[src/rtl/fbp_pkg.sv]
package fbp_pkg;
  typedef enum logic [3:0] {
    ST_IDLE, ST_CMD, ST_GAP, ST_POLL_A, ST_POLL_B, ST_VERIFY, ST_DONE
  } state_e;

  typedef enum logic [1:0] {SEQ_ERASE, SEQ_PROG, SEQ_RESET} seq_e;

  localparam logic [11:0] OFF_UL_A = 12'h555;
  localparam logic [11:0] OFF_UL_B = 12'h2AA;
  localparam logic [7:0]  D_UL_A   = 8'hAA;
  localparam logic [7:0]  D_UL_B   = 8'h55;
  localparam logic [7:0]  D_ER_SET = 8'h80;
  localparam logic [7:0]  D_ER_GO  = 8'h30;
  localparam logic [7:0]  D_PG_SET = 8'hA0;
  localparam logic [7:0]  D_RESET  = 8'hF0;
  localparam logic [7:0]  D_BLANK  = 8'hFF;
endpackage

[src/rtl/fbp_cmd_seq.sv]
module fbp_cmd_seq
  import fbp_pkg::*;
#(
  parameter int AW = 13
) (
  input  seq_e          seq_i,
  input  logic [2:0]    step_i,
  input  logic [AW-1:0] tgt_addr_i,
  input  logic [7:0]    tgt_data_i,
  output logic [AW-1:0] addr_o,
  output logic [7:0]    data_o,
  output logic          last_o
);
  localparam logic [AW-1:0] A_UL_A = AW'(OFF_UL_A);
  localparam logic [AW-1:0] A_UL_B = AW'(OFF_UL_B);

  always_comb begin
    addr_o = '0;
    data_o = D_RESET;
    last_o = 1'b1;
    unique case (seq_i)
      SEQ_ERASE: begin
        last_o = (step_i == 3'd5);
        unique case (step_i)
          3'd0, 3'd3: begin addr_o = A_UL_A; data_o = D_UL_A;   end
          3'd1, 3'd4: begin addr_o = A_UL_B; data_o = D_UL_B;   end
          3'd2:       begin addr_o = A_UL_A; data_o = D_ER_SET; end
          default:    begin addr_o = '0;     data_o = D_ER_GO;  end
        endcase
      end
      SEQ_PROG: begin
        last_o = (step_i == 3'd3);
        unique case (step_i)
          3'd0:    begin addr_o = A_UL_A;     data_o = D_UL_A;     end
          3'd1:    begin addr_o = A_UL_B;     data_o = D_UL_B;     end
          3'd2:    begin addr_o = A_UL_A;     data_o = D_PG_SET;   end
          default: begin addr_o = tgt_addr_i; data_o = tgt_data_i; end
        endcase
      end
      default: begin addr_o = '0; data_o = D_RESET; last_o = 1'b1; end
    endcase
  end
endmodule

[src/rtl/fbp_gap_timer.sv]
module fbp_gap_timer #(
  parameter int GAP_CYCLES = 125
) (
  input  logic clk_i,
  input  logic rst_ni,
  input  logic load_i,
  output logic expired_o
);
  localparam int GW = $clog2(GAP_CYCLES + 1);
  logic [GW-1:0] cnt_q;

  always_ff @(posedge clk_i or negedge rst_ni) begin
    if (!rst_ni)            cnt_q <= '0;
    else if (load_i)        cnt_q <= GW'(GAP_CYCLES);
    else if (cnt_q != '0)   cnt_q <= cnt_q - 1'b1;
  end

  assign expired_o = (cnt_q == '0) && !load_i;
endmodule

[src/rtl/fbp_poll_ctr.sv]
module fbp_poll_ctr #(
  parameter int POLL_LIMIT = 1000000
) (
  input  logic clk_i,
  input  logic rst_ni,
  input  logic clr_i,
  input  logic inc_i,
  output logic at_limit_o
);
  localparam int PW = $clog2(POLL_LIMIT + 1);
  logic [PW-1:0] cnt_q;

  always_ff @(posedge clk_i or negedge rst_ni) begin
    if (!rst_ni)     cnt_q <= '0;
    else if (clr_i)  cnt_q <= '0;
    else if (inc_i)  cnt_q <= cnt_q + 1'b1;
  end

  // the pair being judged now is the last one allowed
  assign at_limit_o = (cnt_q == PW'(POLL_LIMIT - 1));
endmodule

[src/rtl/flash_bank_prog.sv]
module flash_bank_prog
  import fbp_pkg::*;
#(
  parameter int AW         = 13,
  parameter int NUM_BANKS  = 2,
  parameter int BANK_BYTES = 8192,
  parameter int CLK_MHZ    = 125,
  parameter int GAP_NS     = 1000,
  parameter int POLL_LIMIT = 1000000,
  localparam int BSW        = (NUM_BANKS > 1) ? $clog2(NUM_BANKS) : 1,
  localparam int BW         = (BANK_BYTES > 1) ? $clog2(BANK_BYTES) : 1,
  localparam int GAP_CYCLES = (CLK_MHZ * GAP_NS + 999) / 1000
) (
  input  logic               clk_i,
  input  logic               rst_ni,
  input  logic               start_i,
  input  logic [BSW-1:0]     bank_i,
  output logic [BW-1:0]      img_addr_o,
  input  logic [7:0]         img_data_i,
  output logic [BSW+AW-1:0]  fl_addr_o,
  output logic [7:0]         fl_wdata_o,
  output logic               fl_we_o,
  output logic               fl_oe_o,
  input  logic [7:0]         fl_rdata_i,
  output logic               busy_o,
  output logic               done_o,
  output logic               timeout_o,
  output logic               verify_fail_o
);
  localparam logic [BW-1:0] LAST_BYTE = BW'(BANK_BYTES - 1);

  state_e         state_q;
  seq_e           seq_q;
  logic           prog_phase_q;
  logic [2:0]     step_q;
  logic [BW-1:0]  byte_q;
  logic [BSW-1:0] bank_q;
  logic [7:0]     rd0_q;
  logic           timeout_q, fail_q;

  logic [AW-1:0]  cmd_addr;
  logic [7:0]     cmd_data;
  logic           cmd_last;
  logic           gap_done, poll_at_limit;
  logic           pair_equal, vfy_mismatch;
  logic [7:0]     vfy_expect;

  fbp_cmd_seq #(.AW(AW)) u_seq (
    .seq_i      (seq_q),
    .step_i     (step_q),
    .tgt_addr_i (AW'(byte_q)),
    .tgt_data_i (img_data_i),
    .addr_o     (cmd_addr),
    .data_o     (cmd_data),
    .last_o     (cmd_last)
  );

  fbp_gap_timer #(.GAP_CYCLES(GAP_CYCLES)) u_gap (
    .clk_i     (clk_i),
    .rst_ni    (rst_ni),
    .load_i    (state_q == ST_CMD),
    .expired_o (gap_done)
  );

  fbp_poll_ctr #(.POLL_LIMIT(POLL_LIMIT)) u_poll (
    .clk_i      (clk_i),
    .rst_ni     (rst_ni),
    .clr_i      (state_q == ST_CMD),
    .inc_i      (state_q == ST_POLL_B && !pair_equal),
    .at_limit_o (poll_at_limit)
  );

  assign pair_equal   = (fl_rdata_i == rd0_q);
  assign vfy_expect   = prog_phase_q ? img_data_i : D_BLANK;
  assign vfy_mismatch = (fl_rdata_i != vfy_expect);

  always_ff @(posedge clk_i or negedge rst_ni) begin
    if (!rst_ni) begin
      state_q      <= ST_IDLE;
      seq_q        <= SEQ_ERASE;
      prog_phase_q <= 1'b0;
      step_q       <= '0;
      byte_q       <= '0;
      bank_q       <= '0;
      rd0_q        <= '0;
      timeout_q    <= 1'b0;
      fail_q       <= 1'b0;
    end else begin
      unique case (state_q)
        ST_IDLE: if (start_i) begin
          bank_q       <= bank_i;
          seq_q        <= SEQ_ERASE;
          prog_phase_q <= 1'b0;
          step_q       <= '0;
          byte_q       <= '0;
          timeout_q    <= 1'b0;
          fail_q       <= 1'b0;
          state_q      <= ST_CMD;
        end
        ST_CMD: state_q <= ST_GAP;
        ST_GAP: if (gap_done) begin
          if (!cmd_last) begin
            step_q  <= step_q + 3'd1;
            state_q <= ST_CMD;
          end else if (seq_q == SEQ_RESET) begin
            byte_q  <= '0;
            state_q <= ST_VERIFY;
          end else begin
            state_q <= ST_POLL_A;
          end
        end
        ST_POLL_A: begin
          rd0_q   <= fl_rdata_i;
          state_q <= ST_POLL_B;
        end
        ST_POLL_B: begin
          if (pair_equal) begin
            step_q  <= '0;
            state_q <= ST_CMD;
            if (seq_q == SEQ_PROG && byte_q != LAST_BYTE) byte_q <= byte_q + 1'b1;
            else seq_q <= SEQ_RESET;
          end else if (poll_at_limit) begin
            timeout_q <= 1'b1;
            seq_q     <= SEQ_RESET;
            step_q    <= '0;
            state_q   <= ST_CMD;
          end else begin
            state_q <= ST_POLL_A;
          end
        end
        ST_VERIFY: begin
          if (vfy_mismatch) fail_q <= 1'b1;
          if (byte_q != LAST_BYTE) begin
            byte_q <= byte_q + 1'b1;
          end else if (!prog_phase_q && !fail_q && !vfy_mismatch) begin
            prog_phase_q <= 1'b1;
            seq_q        <= SEQ_PROG;
            byte_q       <= '0;
            step_q       <= '0;
            state_q      <= ST_CMD;
          end else begin
            state_q <= ST_DONE;
          end
        end
        ST_DONE: state_q <= ST_IDLE;
        default: state_q <= ST_IDLE;
      endcase
    end
  end

  always_comb begin
    fl_addr_o = {bank_q, {AW{1'b0}}};
    if (state_q == ST_CMD)         fl_addr_o = {bank_q, cmd_addr};
    else if (state_q == ST_VERIFY) fl_addr_o = {bank_q, AW'(byte_q)};
  end

  assign fl_wdata_o    = cmd_data;
  assign fl_we_o       = (state_q == ST_CMD);
  assign fl_oe_o       = (state_q == ST_POLL_A) || (state_q == ST_POLL_B) ||
                         (state_q == ST_VERIFY);
  assign img_addr_o    = byte_q;
  assign busy_o        = (state_q != ST_IDLE) && (state_q != ST_DONE);
  assign done_o        = (state_q == ST_DONE);
  assign timeout_o     = timeout_q;
  assign verify_fail_o = fail_q;
endmodule

[config.mk]
export PLATFORM = sky130hd
export DESIGN_NAME = flash_bank_prog
export DESIGN_NICKNAME = d
export VERILOG_FILES = /design/src/rtl/fbp_pkg.sv /design/src/rtl/fbp_cmd_seq.sv /design/src/rtl/fbp_gap_timer.sv /design/src/rtl/fbp_poll_ctr.sv /design/src/rtl/flash_bank_prog.sv
export SDC_FILE = /design/constraint.sdc
export NUM_CORES = 1
export LEC_CHECK = 0
export CELL_PAD_IN_SITES_DETAIL_PLACEMENT = 1
export CELL_PAD_IN_SITES_GLOBAL_PLACEMENT = 1
export CORE_MARGIN = 10
export CORE_UTILIZATION = 52
export CTS_BUF_LIST = sky130_fd_sc_hd__clkbuf_8 sky130_fd_sc_hd__clkbuf_16
export DETAILED_ROUTE_END_ITERATION = 16
export DONT_BUFFER_PORTS = 1
export PLACE_DENSITY = 0.88
export SYNTH_ARGS = -nofsm -noshare
export SYNTH_HDL_FRONTEND = slang
export SYNTH_SLANG_ARGS = --single-unit
export TNS_END_PERCENT = 10
[constraint.sdc]
create_clock -name clk_i -period 5.4 [get_ports clk_i]
set_clock_uncertainty 0.2 [all_clocks]
set_input_delay 0.54 -clock clk_i [delete_from_list [all_inputs] [get_ports clk_i]]
set_output_delay 0.54 -clock clk_i [all_outputs]
set_load 0.005 [all_outputs]
### Word-level counts from Yosys, hierarchy flattened

Index checks and enable logic that the tools add are counted.

| storage, ports and cells | value |
|---|---|
| register bits | 61 |
| input port bits | 20 |
| output and inout bits | 41 |

| cells by class | value |
|---|---|
| add/sub/neg operators | 4 |
| equal/unequal tests | 33 |
| muxes and demuxes | 56 |
| reduce and logical (&&, ||, !) cells | 37 |

Operator list:

| cell | number |
|---|---|
| two-way mux 13 bit | 10 |
| one-hot mux 13 bit (2 select lines) | 2 |
| one-hot mux 13 bit (4 select lines) | 1 |
| one-hot mux 8 bit (3 select lines) | 2 |
| two-way mux 20 bit | 2 |
| two-way mux 3 bit | 10 |
| one-hot mux 4 bit (6 select lines) | 1 |
| inequality test 2 bit (second input constant) | 11 |
| one-hot mux 11 bit (2 select lines) | 1 |
| adder 20 x 1 -> 20 bit (second input constant) | 1 |
| == test 20 bit (second input constant) | 1 |
| two-way mux 2 bit | 8 |
| one-hot mux 8 bit (2 select lines) | 1 |
| two-way mux 7 bit | 2 |
| adder 13 x 1 -> 13 bit (second input constant) | 1 |
| inequality test 13 bit (second input constant) | 1 |
| == test 4 x 3 -> 1 bit (second input constant) | 3 |
| two-way mux 4 bit | 3 |
| one-hot mux 3 bit (4 select lines) | 1 |
| inequality test 3 bit (second input constant) | 3 |
| == test 4 x 2 -> 1 bit (second input constant) | 2 |
| == test 8 bit | 1 |
| two-way mux 8 bit | 1 |
| inequality test 8 bit | 1 |
| other kinds (32) | 60 |

### Depth between registers and ports, before layout

Gate-level depths: netlist of run 1.

| depth | value |
|---|---|
| depth after elaboration | 7 |
| gate-level depth with buffers | 9 |
| mapped depth without buffers | 8 |

### Hierarchy

A second synthesis of run 1 with hierarchy kept.

| second synthesis, totals | value |
|---|---|
| cells, all modules | 498 |
| area total of the unflattened synthesis | 4335.4 um^2 |

Modules (own cells, without submodules):

| module | instances | cells each | area an instance (um^2) | sequential area each (um^2) |
|---|---|---|---|---|
| flash_bank_prog | 1 | 254 | 2337.2 | 825.8 |
| fbp_poll_ctr | 1 | 108 | 1043.5 | 500.5 |
| fbp_cmd_seq | 1 | 96 | 539.3 | 0.0 |
| fbp_gap_timer | 1 | 40 | 415.4 | 175.2 |

### Least setup slack after synthesis of run 1

OpenSTA, ideal clock, no wires.

| path | value |
|---|---|
| kind | input-to-reg |
| from | input port img_data_i[4] |
| to | register byte_q[4] (netlist: img_addr_o[4]) |
| arrival time | 2.286 ns |
| path slack | 2.784 ns |
| stages on the path | 8 |
| cells stage by stage | xor2_1 or4_1 a32o_1 a2111o_1 a41o_1 buf_6 o21ai_1 o31ai_1 |

| between the ends | value |
|---|---|
| cells in the longest elaborated chain, start to end | 6 |

RTL lines:

| what | line | RTL |
|---|---|---|
| start: declaration | flash_bank_prog.sv:19 | `input logic [7:0] img_data_i,` |
| two-way mux 8 bit | flash_bank_prog.sv:74 | `assign vfy_expect = prog_phase_q ? img_data_i : D_BLANK;` |
| inequality test 8 bit | flash_bank_prog.sv:75 | `assign vfy_mismatch = (fl_rdata_i != vfy_expect);` |
| zero test 1 bit | flash_bank_prog.sv:135 | `end else if (!prog_phase_q && !fail_q && !vfy_mismatch) begin` |
| logical AND 1 bit | flash_bank_prog.sv:135 |  |
| inequality test 3 bit (no line) | n/a |  |
| AND reduction 8 bit (no line) | n/a |  |
| end signal: assignment | flash_bank_prog.sv:120 | `if (seq_q == SEQ_PROG && byte_q != LAST_BYTE) byte_q <= byte_q + 1'b1;` |
| end signal: assignment | flash_bank_prog.sv:134 | `byte_q <= byte_q + 1'b1;` |
| end: declaration | flash_bank_prog.sv:36 | `logic [BW-1:0] byte_q;` |

Every way passes these cells.
A chain may end at the register's enable or synchronous reset.

### Worst setup path in the final report of run 1

| path | value |
|---|---|
| from | register state_q[0] |
| to | output port fl_addr_o[0] |

| between the ends | value |
|---|---|
| cells in the longest elaborated chain, start to end | 3 |
| elaborated cells between the ends (all ways) | 4 |
| classes of those cells | 2 x eq/ne; 2 x mux |

RTL lines:

| what | line | RTL |
|---|---|---|
| start: declaration | flash_bank_prog.sv:32 | `state_e state_q;` |
| start signal: assignment | flash_bank_prog.sv:79 | `state_q <= ST_IDLE;` |
| start signal: assignment | flash_bank_prog.sv:98 | `state_q <= ST_CMD;` |
| start signal: assignment | flash_bank_prog.sv:100 | `ST_CMD: state_q <= ST_GAP;` |
| == test 4 x 3 -> 1 bit | flash_bank_prog.sv:154 | `else if (state_q == ST_VERIFY) fl_addr_o = {bank_q, AW'(byte_q)};` |
| two-way mux 13 bit | flash_bank_prog.sv:154 |  |
| two-way mux 13 bit * | flash_bank_prog.sv:153 | `if (state_q == ST_CMD) fl_addr_o = {bank_q, cmd_addr};` |
| end: declaration | flash_bank_prog.sv:20 | `output logic [BSW+AW-1:0] fl_addr_o,` |

Every way passes the cells marked *; elsewhere a longest branch is shown, timed or not.

==> results of run 1 <==
[routing by layer]
layer | part of all wire | vias up | global-route usage
met5 | 0 | - | 0
met4 | 0.013 | 0 | 0.05686
met3 | 0.069 | 14 | 0.05774
met2 | 0.48 | 101 | 0.3327
met1 | 0.44 | 1687 | 0.2498
li1 | - | 1566 | -
[cells by family after synthesis]
family,count (synthesis)
buffers and inverters,31
flip-flops,60
XOR/XNOR,31
AO/OA/AOI/OAI,99
multiplexers,13
adder cells (fa/ha/maj),9
AND/OR/NAND/NOR,198
[cell type report]
class	instances	area (um2)
Multi-Input combinational cell	350	2136
Sequential cell	60	1501
Fill cell	854	2859
Clock inverter	6	40.04
Inverter	16	60.06
Tap cell	96	120.1
Timing Repair Buffer	4	52.55
Clock buffer	10	137.6
[metrics by stage]
stage                     instance area (um2)  worst slack [ns]
after floorplan                          3765             2.784
after global placement                   3832             2.483
after detailed placement                 3832             2.367
after CTS                                4048             2.110
after global routing                     4048             1.907
final                                    4048             2.115
[cells in the final DEF, fill, tap and decap left out, drive strengths merged, types with 5 or more instances in the layout]
master and n:
xor2 17, clkbuf 10, and3 8, a21oi 20, nand2 50, mux2 12, xnor2 14, nand4 10
dfrtp 60, nor3 11, ha 9, clkinv 5, o21ai 33, or4 5, or3 6, nand3 19
inv 16, nor2b 7, nand2b 9, nor2 51, o31ai 8, a21o 9
[Yosys cell counts (all sizes together) (2+ instances only)]
| cell type | instances | area share |
|---|---|---|
| o31ai | 8 | 0.016 |
| or2 | 4 | 0.0066 |
| xnor2 | 14 | 0.033 |
| or4 | 5 | 0.010 |
| buf | 4 | 0.0070 |
| a211o | 2 | 0.0047 |
| and3 | 8 | 0.013 |
| mux2 | 12 | 0.036 |
| nand4 | 10 | 0.017 |
| ha | 9 | 0.030 |
| nor4 | 4 | 0.0066 |
| dfrtp | 60 | 0.40 |
| nor2 | 51 | 0.051 |
| nor3b | 4 | 0.0080 |
| a21o | 9 | 0.018 |
| nand2b | 9 | 0.015 |
| o21ai | 33 | 0.045 |
| xor2 | 17 | 0.040 |
| and2 | 3 | 0.0050 |
| clkbuf | 11 | 0.011 |
| nand3b | 2 | 0.0040 |
| nor2b | 7 | 0.012 |
| o41ai | 4 | 0.011 |
| a211oi | 4 | 0.0080 |
| nand2 | 50 | 0.050 |
| o22ai | 3 | 0.0050 |
| nor3 | 11 | 0.015 |
| o211ai | 4 | 0.0080 |
| inv | 16 | 0.016 |
| nand3 | 19 | 0.025 |
| a21oi | 20 | 0.027 |
| or3 | 6 | 0.010 |
| a31oi | 4 | 0.0066 |
[power breakdown]
part	internal (uW)	switching, uW
Clock	178	189
Sequential	533	109
Combinational	235	405
Total	946	703
[repair_timing]
item | in CTS | in global routing
endpoints found under the hold margin | 60 | 0
hold buffers | 2 | 0
buffers inserted | 0 | 0
[worst reg2reg max path, stage by stage, from the launching register on]
cell and delay (ns):
sky130_fd_sc_hd__dfrtp_1 0.48, sky130_fd_sc_hd__ha_1 0.26, sky130_fd_sc_hd__nand3_1 0.17, sky130_fd_sc_hd__nor4_1 0.66, sky130_fd_sc_hd__nor4_1 0.16, sky130_fd_sc_hd__o31ai_1 0.30, sky130_fd_sc_hd__a41o_1 0.48, sky130_fd_sc_hd__o21ai_0 0.21
sky130_fd_sc_hd__o31ai_1 0.11
[worst paths after layout]
path	end	slack, ns	cells after the start
setup / recovery	fl_addr_o[0]	2.11	4
hold / removal	rd0_q[0]$_DFFE_PN0P_	0.14	1
setup reg to reg	img_addr_o[3]$_DFFE_PN0P_	2.27	8
hold reg to reg	rd0_q[0]$_DFFE_PN0P_	0.33	1
max in group asynchronous	u_poll.cnt_q[5]$_DFFE_PN0P_	4.19	2
min in group asynchronous	rd0_q[5]$_DFFE_PN0P_	0.55	2
[sequential cells by signal (all words and copies together), names as in the netlist]
register,cells
bank_q,1
img_addr_o,13
prog_phase_q,1
rd0_q,8
seq_q,2
state_q,3
step_q,3
timeout_o,1
u_gap.cnt_q,7
u_poll.cnt_q,20
verify_fail_o,1
==> reports/qor.log, run 1 <==
INFO  setup_path     timing.critical_path.required=4.66ns
INFO  sta            worst_hold_slack=0.1445ns
INFO  sta            maxSlewHeadroom=0.3859
INFO  placement      number_of_buffers_added_on_ports=0
INFO  global_routing first_global_vias=3542
INFO  global_routing grt_use_total=0.2015
INFO  global_routing grt.overflow.total=0
INFO  power_and_ir_drop static-leakage-power=0.001772uW
INFO  setup_path     cp_max_fo=15
INFO  run            max_cap_viol_count=0
INFO  die            die_area=0.01104mm2
INFO  sta            final.setup.tns=0ns
INFO  drt            routedWlPerCell=20.51um
INFO  drt            route.final.wire_length=11110um
INFO  worst_hold_path hold_start=fl_rdata_i[0]
INFO  layout         layout_cells_sized_above_1=0.08296
INFO  clocking       cts_buffer_depth=2
INFO  synth          synthSimpleGateAreaFrac=0.2586
INFO  die            die_width=105.1um
INFO  synth          synth_xor_xnor_area_share=0.07212
INFO  clocking       tritoncts_num_sinks=60
INFO  die            rows=30
INFO  die            die_y=105.1um
INFO  setup_path     path_common_cell=sky130_fd_sc_hd__nand2_1
INFO  drt            drtIter0Drc=185
INFO  sta            rsz0062_at_grt=no
INFO  synth          synth_compound_gate_area_share=0.1682
INFO  setup_path     crit_path_max_incr_delay=0.86ns
INFO  global_routing grt_max_degree=61
INFO  layout         utilization=0.5861
INFO  setup_path     worstReg2RegStart=img_addr_o[1]$_DFFE_PN0P_
INFO  clocking       tritoncts.num_buffers=9
INFO  synth          synth_enable_flop_cells=0
INFO  synth          synth_flop_cell=sky130_fd_sc_hd__dfrtp_1
INFO  power_and_ir_drop ir_worst_vdd=0.1693mV
INFO  global_routing antenna_found_initial=0
INFO  synth          synth_area=0.003765mm2
INFO  synth          synthesis.yosys.warnings=0
INFO  setup_path     critPathSlowestCell=sky130_fd_sc_hd__o21ai_0
INFO  synth          ys_async_sr_fraction=1.000
INFO  synth          synth_area_per_cell=8.537um2
INFO  layout         layout.cells.non_filler=542
INFO  layout         syn2layout_area_growth=7.511%
INFO  sta            max_slew.worst_pin.slew=0.9115ns
INFO  setup_path     worst-path-buf-inv=0
INFO  clocking       cts_h_tree_lvls=3
INFO  drt            total_iterations_of_the_first_detailed_routing_run=4
INFO  power_and_ir_drop total_power=1649uW
INFO  drt            antenna_violating_nets_post_route=0
INFO  drt            average_via_count_per_standard_cell=6.214
INFO  synth          post_synth_fa_ha_maj_area_fraction=0.02991
INFO  die            floorplan.initialDensity=0.5451
INFO  synth          synth_top_family_by_area=simple AND/OR/NAND/NOR gates
INFO  synth          synth.yosys.seq_area_share=0.3988
INFO  clocking       clock_tree.root_cell=sky130_fd_sc_hd__clkbuf_8
INFO  worst_hold_path worst_hold_class=input pin to register
INFO  sta            layout_min_cycle_time=3.285ns
INFO  clocking       cts_tree=built
INFO  setup_path     critPathKind=register to primary output
INFO  layout         num_antenna_cells=0
INFO  sta            final.period_utilization=0.6084
INFO  run_status     run_status=complete, no violations
INFO  synth          postSynthNetCount=470
INFO  sta            finalSetupViolCount=0
INFO  drt            drcViolationCount=0
INFO  die            core=0.006907mm2
INFO  clocking       post_cts_resized=0
INFO  setup_path     worst_setup_path_start=state_q[0]$_DFFE_PN0P_
INFO  layout         fin_nets=470
INFO  setup_path     worstSetupEndpointType=primary output
INFO  setup_path     critPathArrivalTime=2.55ns
INFO  placement      place.detailed.instances=524
INFO  synth          synth.lib_cells_used.distinct=54
INFO  synth          post_syn_instances=441
INFO  sta            max_freq=304.4MHz
INFO  drt            detailroute.via_count=3368
INFO  synth          multiplexer_area_fraction_after_synthesis=0.03855
INFO  clocking       clkLatencyLatePin=0.35ns
INFO  placement      dpl.hpwl=8108um
INFO  synth          ys_seq_elements=60
INFO  global_routing grt_pass1_wl=18550um
INFO  die            design.portCount=61
INFO  setup_path     timing.critical_path.cells=nand2_1 > o21ai_0 > nand2_1 > nand2_1
INFO  sta            hold_violations=0
INFO  setup_path     worst_setup_path_start_kind=register
INFO  sta            report.final.slew_viol_count=0
INFO  setup_path     timing.critical_path.max_delay_family=compound AO/OA/AOI/OAI gates
INFO  placement      gp_routability_congestion=0.8958
INFO  power_and_ir_drop power.density=407.4mW/mm2
INFO  clocking       clk_transition_reported_paths=0.07ns
(Power assumes the default switching activity.)
==> run 2: changes to the inputs <==
Settings changed: CORE_UTILIZATION 52 to 43, PLACE_DENSITY 0.88 to 0.78.
Clock period 5.4 ns to 2.8 ns, I/O delays scaled along.
==> run 2 against run 1 <==
Against the previous run:
- worst setup slack worse by 2.0 ns
- total power up 100%
- hold slack better by 0.0033 ns
- via count rose by 1.5%
- clock power up 110%
- register-to-register slack worse by 2.1 ns
- non-clock buffer count increased by 29
- first-iteration DRC count down 19%
- critical path depth grew 3
==> reports/qor.log, run 2 (synthesized netlist as in run 1, its figures left out) <==
INFO  placement      dpl.hpwl=7914um
INFO  layout         num-fill-cells=1024
INFO  clocking       cts_tree=built
INFO  die            rows=34
INFO  sta            layout_min_cycle_time=2.674ns
INFO  sta            max_slew.worst_pin.slew=0.6247ns
INFO  power_and_ir_drop static-leakage-power=0.001921uW
INFO  global_routing grt_max_degree=61
INFO  setup_path     timing.reg2reg.setup_slack=0.13ns
INFO  setup_path     worstReg2RegStart=prog_phase_q$_DFFE_PN0P_
INFO  drt            average_via_count_per_standard_cell=5.885
INFO  clocking       clock_tree.root_cell=sky130_fd_sc_hd__clkbuf_8
INFO  layout         mostFrequentLayoutCell=sky130_fd_sc_hd__dfrtp_1
INFO  setup_path     worst_r2r_path_depth=7
INFO  layout         layout_cells_sized_above_1=0.1268
INFO  placement      placement.cell_area=0.003998mm2
INFO  setup_path     critPathKind=register to register
INFO  drt            total_iterations_of_the_first_detailed_routing_run=4
INFO  global_routing first_global_vias=3680
INFO  die            design.portCount=61
INFO  worst_hold_path timing.hold.worst_endpoint=verify_fail_o$_DFFE_PN0P_
INFO  clocking       cts_post_setup_buffers_inserted=0
INFO  setup_path     timing.rr.end=img_addr_o[12]$_DFFE_PN0P_
INFO  global_routing grt_pass1_wl=18400um
INFO  layout         stdcell_area=0.004339mm2
INFO  global_routing grt_use_total=0.1704
INFO  worst_hold_path worst_hold_class=input pin to register
INFO  clocking       tritoncts_num_sinks=60
INFO  sta            finalSetupViolCount=0
INFO  drt            drcViolationCount=0
INFO  global_routing antenna_found_initial=0
INFO  sta            worst_hold_slack=0.1478ns
INFO  clocking       clkLatencyLatePin=0.34ns
INFO  setup_path     cp_max_fo=15
INFO  layout         largest_register_ff_count=20
INFO  die            floorplan.initialDensity=0.4360
INFO  run_status     run_status=complete, no violations
INFO  clocking       tritoncts.num_buffers=9
INFO  worst_hold_path hold_depth=3
INFO  placement      number_of_buffers_added_on_ports=0
INFO  layout         layout.cells.non_filler=581
INFO  die            die_area=0.01290mm2
INFO  sta            hold_violations=0
INFO  sta            max_freq=373.9MHz
INFO  drt            routedWlPerCell=18.73um
INFO  worst_hold_path hold_start=fl_rdata_i[2]
INFO  layout         largest-register=u_poll.cnt_q
INFO  power_and_ir_drop ir_worst_vdd=0.3334mV
INFO  clocking       clk_transition_reported_paths=0.07ns
INFO  sta            final.period_utilization=0.9552
INFO  drt            antenna_violating_nets_post_route=0
INFO  layout         syn2layout_area_growth=15.25%
INFO  layout         num_antenna_cells=0
INFO  run            max_cap_viol_count=0
INFO  drt            drtIter0Drc=150
INFO  setup_path     worst_setup_path_start_kind=register
INFO  clocking       cts_h_tree_lvls=3
INFO  layout         highest_count_cells_in_the_layout_ignoring_fill_and_taps=60 x sky130_fd_sc_hd__dfrtp_1, 50 x sky130_fd_sc_hd__nor2_1, 50 x sky130_fd_sc_hd__nand2_1
INFO  die            die_y=113.6um
INFO  drt            detailroute.via_count=3419
INFO  placement      gp_routability_congestion=0.8191
INFO  layout         fin_nets=499
INFO  power_and_ir_drop power.density=760.9mW/mm2
INFO  placement      place.detailed.instances=556
INFO  setup_path     critPathArrivalTime=2.68ns
INFO  drt            route.final.wire_length=10880um
INFO  setup_path     timing.critical_path.required=2.80ns
INFO  sta            report.final.slew_viol_count=0
INFO  die            core=0.008636mm2
INFO  global_routing grt.overflow.total=0
INFO  sta            maxSlewHeadroom=0.5803
INFO  setup_path     worstSetupEndpointType=register
INFO  die            die_width=113.6um
INFO  clocking       cts_buffer_depth=2
-- run 2: cell types whose count changed in the layout (fill, tap and decap cells not counted), moves of 2 or more --
cell / delta
sky130_fd_sc_hd__clkinv_4: -2
sky130_fd_sc_hd__dlygate4sd3_1: +9
sky130_fd_sc_hd__clkinv_2: -2
sky130_fd_sc_hd__nor4_2: +2
sky130_fd_sc_hd__buf_4: +20
sky130_fd_sc_hd__nor4_1: -2
-- run 2: worst max-delay path, cell delays in order (launching register included) --
cell and delay [ns]:
sky130_fd_sc_hd__dfrtp_1 0.36, sky130_fd_sc_hd__inv_2 0.07, sky130_fd_sc_hd__or4_1 0.49, sky130_fd_sc_hd__a32o_1 0.30, sky130_fd_sc_hd__a2111o_1 0.37, sky130_fd_sc_hd__a41o_2 0.43
sky130_fd_sc_hd__o21ai_0 0.21, sky130_fd_sc_hd__o21ai_0 0.11
-- run 2: power breakdown --
| group | internal [uW] | leakage [uW] | switching, uW |
|---|---|---|---|
| logic | 531 | 0.00103 | 833 |
| registers | 1030 | 0.000787 | 134 |
| clock network | 445 | 0.000102 | 329 |
-- run 2: worst max-delay path by stage --
stage | from | endpoint | slack (ns) | cells past startpoint
6_report | prog_phase_q$_DFFE_PN0P_ | img_addr_o[12]$_DFFE_PN0P_ | 0.13 | 7
5_1_grt | prog_phase_q$_DFFE_PN0P_ | img_addr_o[12]$_DFFE_PN0P_ | -0.03 | 8
4_1_cts | img_addr_o[0]$_DFFE_PN0P_ | img_addr_o[3]$_DFFE_PN0P_ | 0.05 | 9
3_5_place_dp | prog_phase_q$_DFFE_PN0P_ | img_addr_o[3]$_DFFE_PN0P_ | 0.08 | 7
3_3_place_gp | prog_phase_q$_DFFE_PN0P_ | img_addr_o[3]$_DFFE_PN0P_ | 0.18 | 7
2_1_floorplan | img_addr_o[0]$_DFFE_PN0P_ | seq_q[1]$_DFFE_PN0P_ | 0.26 | 8
-- run 2: routing by layer --
layer / up-vias / share of wire / global-route usage
met5: - / 0 / 0
met4: 0 / 0.013 / 0.06007
met3: 15 / 0.060 / 0.04567
met2: 78 / 0.48 / 0.2730
met1: 1706 / 0.45 / 0.2158
li1: 1620 / - / -
-- run 2: timing repair --
action,in CTS,in global routing
endpoints found under the setup margin,6,19
gates resized for setup,1,6
endpoints found under the hold margin,69,0
hold buffers,11,0
-- run 2: per-stage QoR --
step	setup TNS (ns)	utilization	setup slack, ns	power, uW
floorplan	0	-	0.2617	2117
global placement	0	0.4629	0.1763	2444
detailed placement	0	0.4629	0.08243	2498
CTS	0	0.4997	0.04585	3319
global route	-0.03275	0.5025	-0.03275	3554
finish	0	0.5025	0.1255	3302
-- run 2: area by class of cell --
type / count / area (um2) / share of cell area
Timing Repair Buffer: 33 / 292.8 / 0.06747
Multi-Input combinational cell: 350 / 2160 / 0.4977
Tap cell: 108 / 135.1 / 0.03114
Sequential cell: 60 / 1501 / 0.3460
Clock inverter: 3 / 38.79 / 0.008939
Clock buffer: 11 / 151.4 / 0.03489
Inverter: 16 / 60.06 / 0.01384
==> run 3: changes to the inputs <==
Settings changed: ABC_AREA from default to 1, CORE_UTILIZATION 43 to 41, REMOVE_ABC_BUFFERS from default to 1.
==> run 3 against run 2 <==
Against the previous run:
- sequential cell count stayed put
- die area is 17% higher
- register-to-register slack better by 0.27 ns
- global-route usage is 1.7 points higher
- routed wire length is 26% higher
- combinational power is 40% higher
- synthesized cell count is 47% higher
- largest power group unchanged
- highest routed layer unchanged
==> reports/qor.log, run 3 <==
INFO  global_routing grt_use_total=0.1878
INFO  setup_path     timing.critical_path.max_delay_family=simple AND/OR/NAND/NOR gates
INFO  sta            hold_violations=0
INFO  run            max_cap_viol_count=0
INFO  setup_path     critPathSlowestCell=sky130_fd_sc_hd__dfrtp_1
INFO  worst_hold_path timing.hold.worst_endpoint=bank_q$_DFFE_PN0P_
INFO  layout         highest_count_cells_in_the_layout_ignoring_fill_and_taps=182 x sky130_fd_sc_hd__nand2_1, 88 x sky130_fd_sc_hd__inv_1, 75 x sky130_fd_sc_hd__nor2_1
INFO  sta            final_critical_path_setup_slack=0.1873ns
INFO  drt            route.final.wire_length=13730um
INFO  die            design.portCount=61
INFO  setup_path     timing.critical_path.cells=nor2_1 > inv_1 > nor2_2 > a21oi_1 > o21ai_0
INFO  power_and_ir_drop share_seq_of_total_power=0.309
INFO  synth          synth.lib_cells_used.distinct=41
INFO  synth          post_syn_instances=650
INFO  die            floorplan.initialDensity=0.4219
INFO  sta            maxSlewHeadroom=0.5739
INFO  global_routing grt_max_degree=61
INFO  clocking       cts_buffer_depth=2
INFO  synth          synth_top_cell_area_share=0.3447
INFO  clocking       tritoncts.num_buffers=9
INFO  synth          post-synth-top-count-cell=sky130_fd_sc_hd__nand2_1
INFO  synth          synth_area_leaders=sky130_fd_sc_hd__dfrtp_1 34%, sky130_fd_sc_hd__nand2_1 16%, sky130_fd_sc_hd__inv_1 7.4%
INFO  synth          synth_flop_cell=sky130_fd_sc_hd__dfrtp_1
INFO  worst_hold_path hold_start=start_i
INFO  synth          synth_enable_flop_cells=0
INFO  setup_path     cp_max_fo=9
INFO  layout         num_antenna_cells=0
INFO  synth          synth_area=0.004355mm2
INFO  die            core=0.01032mm2
INFO  power_and_ir_drop power.density=821.7mW/mm2
INFO  sta            max_freq=382.8MHz
INFO  synth          synth_area_per_cell=6.701um2
INFO  global_routing grt.overflow.total=0
INFO  setup_path     crit_path_max_incr_delay=0.44ns
INFO  setup_path     critPathArrivalTime=2.13ns
INFO  synth          synth.yosys.seq_area_share=0.3447
INFO  layout         largest_register_ff_count=20
INFO  power_and_ir_drop power.internal=2029uW
INFO  sta            layout_min_cycle_time=2.613ns
INFO  sta            finalSetupViolCount=0
INFO  setup_path     worstReg2RegStart=u_gap.cnt_q[0]$_DFFE_PN0N_
INFO  drt            detailroute.via_count=4379
INFO  clocking       clkLatencyLatePin=0.35ns
INFO  power_and_ir_drop share_comb_of_total_power=0.482
INFO  placement      gp_routability_congestion=0.8487
INFO  sta            worst_hold_slack=0.04953ns
INFO  sta            rsz0062_at_grt=no
INFO  placement      placement.setup.worst_slack=0.4222ns
INFO  global_routing grt_pass1_wl=22970um
INFO  placement      number_of_buffers_added_on_ports=0
INFO  synth          synthesis.yosys.warnings=0
INFO  clocking       clk_transition_reported_paths=0.07ns
INFO  layout         syn2layout_area_growth=10.60%
INFO  drt            antenna_violating_nets_post_route=0
INFO  power_and_ir_drop power_switching_share=0.4874
INFO  run_status     run_status=complete, no violations
INFO  sta            report.final.slew_viol_count=0
INFO  die            die_y=123.1um
INFO  layout         largest-register=u_poll.cnt_q
INFO  clocking       clock_tree.root_cell=sky130_fd_sc_hd__clkbuf_8
INFO  worst_hold_path worst_hold_class=input pin to register
INFO  setup_path     worstSetupEndpointType=primary output
INFO  sta            final.period_utilization=0.9331
INFO  synth          ys_seq_elements=60
INFO  setup_path     worst-path-buf-inv=1
INFO  drt            drcViolationCount=0
INFO  sta            max_slew.worst_pin.slew=0.6391ns
INFO  drt            average_via_count_per_standard_cell=5.426
INFO  drt            routedWlPerCell=17.02um
INFO  layout         utilization=0.4666
INFO  placement      dpl.hpwl=10400um
INFO  clocking       tritoncts_num_sinks=60
INFO  setup_path     timing.critical_path.required=2.32ns
INFO  power_and_ir_drop ir_worst_vdd=0.3822mV
INFO  worst_hold_path hold_depth=4
INFO  layout         mostFrequentLayoutCell=sky130_fd_sc_hd__nand2_1
INFO  setup_path     worst_r2r_path_depth=11
INFO  sta            final.setup.tns=0ns
INFO  die            rows=37
INFO  placement      placement.cell_area=0.004481mm2
INFO  drt            total_iterations_of_the_first_detailed_routing_run=4
INFO  synth          synth_area_leader_cell=sky130_fd_sc_hd__dfrtp_1
INFO  power_and_ir_drop static-leakage-power=0.002212uW
INFO  clocking       cts_h_tree_lvls=3
INFO  global_routing antenna_found_initial=0
INFO  power_and_ir_drop share_clk_of_total_power=0.209
INFO  layout         num-fill-cells=1361
INFO  layout         layout_cells_sized_above_1=0.08346
INFO  setup_path     critPathKind=register to primary output
INFO  setup_path     worst_setup_path_start_kind=register
INFO  die            die_area=0.01515mm2
INFO  synth          ys_async_sr_fraction=1.000
INFO  layout         stdcell_area=0.004817mm2
INFO  layout         fin_nets=695
INFO  synth          ys_top_cells_by_count=184 x sky130_fd_sc_hd__nand2_1, 86 x sky130_fd_sc_hd__inv_1, 76 x sky130_fd_sc_hd__nor2_1
INFO  die            die_width=123.1um
INFO  clocking       cts_tree=built
INFO  drt            drtIter0Drc=232
INFO  setup_path     timing.rr.end=img_addr_o[6]$_DFFE_PN0P_
INFO  global_routing first_global_vias=4519
INFO  setup_path     timing.reg2reg.setup_slack=0.40ns
INFO  power_and_ir_drop p_sw=1929uW
## run 3: layer usage
layer	track usage	vias up	routed length (um)
met5	0	-	0
met4	0.05895	0	133
met3	0.05150	12	955
met2	0.3049	85	6362
met1	0.2382	2147	6282
li1	-	2135	-
## run 3: power by group through the flow
stage	Clock [uW]	Combinational, uW	Sequential (uW)
final	828	1910	1220
after global routing	874	2170	1250
after CTS	841	1910	1220
after detailed placement	0	1860	1240
after global placement	0	1780	1220
after floorplan	0	1280	1180
## run 3: what timing repair did
| action | 4_1_cts | 5_1_grt |
|---|---|---|
| resized for setup | 0 | 5 |
| hold buffers | 11 | 0 |
| endpoints found under the hold margin | 69 | 0 |
| setup endpoints to repair | 0 | 12 |
| buffers inserted | 0 | 0 |
## run 3: worst reg2reg max path, stage by stage, from the launching register on
cell                      delay, ns
sky130_fd_sc_hd__dfrtp_1       0.37
sky130_fd_sc_hd__inv_1         0.16
sky130_fd_sc_hd__ha_1          0.19
sky130_fd_sc_hd__nand2_1       0.07
sky130_fd_sc_hd__nor2_2        0.26
sky130_fd_sc_hd__nor2_1        0.07
sky130_fd_sc_hd__inv_1         0.13
sky130_fd_sc_hd__nand3_2       0.12
sky130_fd_sc_hd__nor2_4        0.35
sky130_fd_sc_hd__nand2_4       0.21
sky130_fd_sc_hd__nand2_1       0.10
sky130_fd_sc_hd__nand2_1       0.06
## run 3: cells by family (layout without fill, tap and decap cells)
logic type / after synthesis / after routing / share of synthesized area
and+or+nand+nor: 372 / 372 / 0.3809
xor gates and xnor gates: 15 / 15 / 0.03016
DFF: 60 / 60 / 0.3447
AOI/OAI and AO/OA: 90 / 90 / 0.1169
adders and majority gates: 9 / 9 / 0.02586
buffers and inverters: 104 / 125 / 0.1014
## run 3: cell type report
type	count	area, um2	area share
Clock inverter	5	52.55	0.01091
Multi-Input combinational cell	486	2420	0.5023
Tap cell	136	170.2	0.03532
Timing Repair Buffer	18	180.2	0.03740
Inverter	91	341.6	0.07091
Sequential cell	60	1501	0.3117
Clock buffer	11	151.4	0.03143
## run 3: per-stage QoR
stage,cells,power (uW)
after global routing,807,4294
final,807,3958
after floorplan,637,2468
after CTS,807,3969
after detailed placement,780,3094
after global placement,780,3005
## run 3: how the worst max path moves through the flow
stage | startpoint | endpoint | slack, ns | cells after the start
after floorplan | state_q[0]$_DFFE_PN0P_ | u_poll.cnt_q[10]$_DFFE_PN0P_ | -0.23 | 9
after global placement | rd0_q[1]$_DFFE_PN0P_ | u_poll.cnt_q[13]$_DFFE_PN0P_ | 0.55 | 11
after detailed placement | step_q[0]$_DFFE_PN0P_ | fl_addr_o[10] | 0.42 | 8
after CTS | step_q[0]$_DFFE_PN0P_ | fl_addr_o[6] | 0.03 | 8
after global routing | step_q[0]$_DFFE_PN0P_ | fl_addr_o[8] | 0.02 | 8
final | seq_q[1]$_DFFE_PN0P_ | fl_addr_o[10] | 0.19 | 5
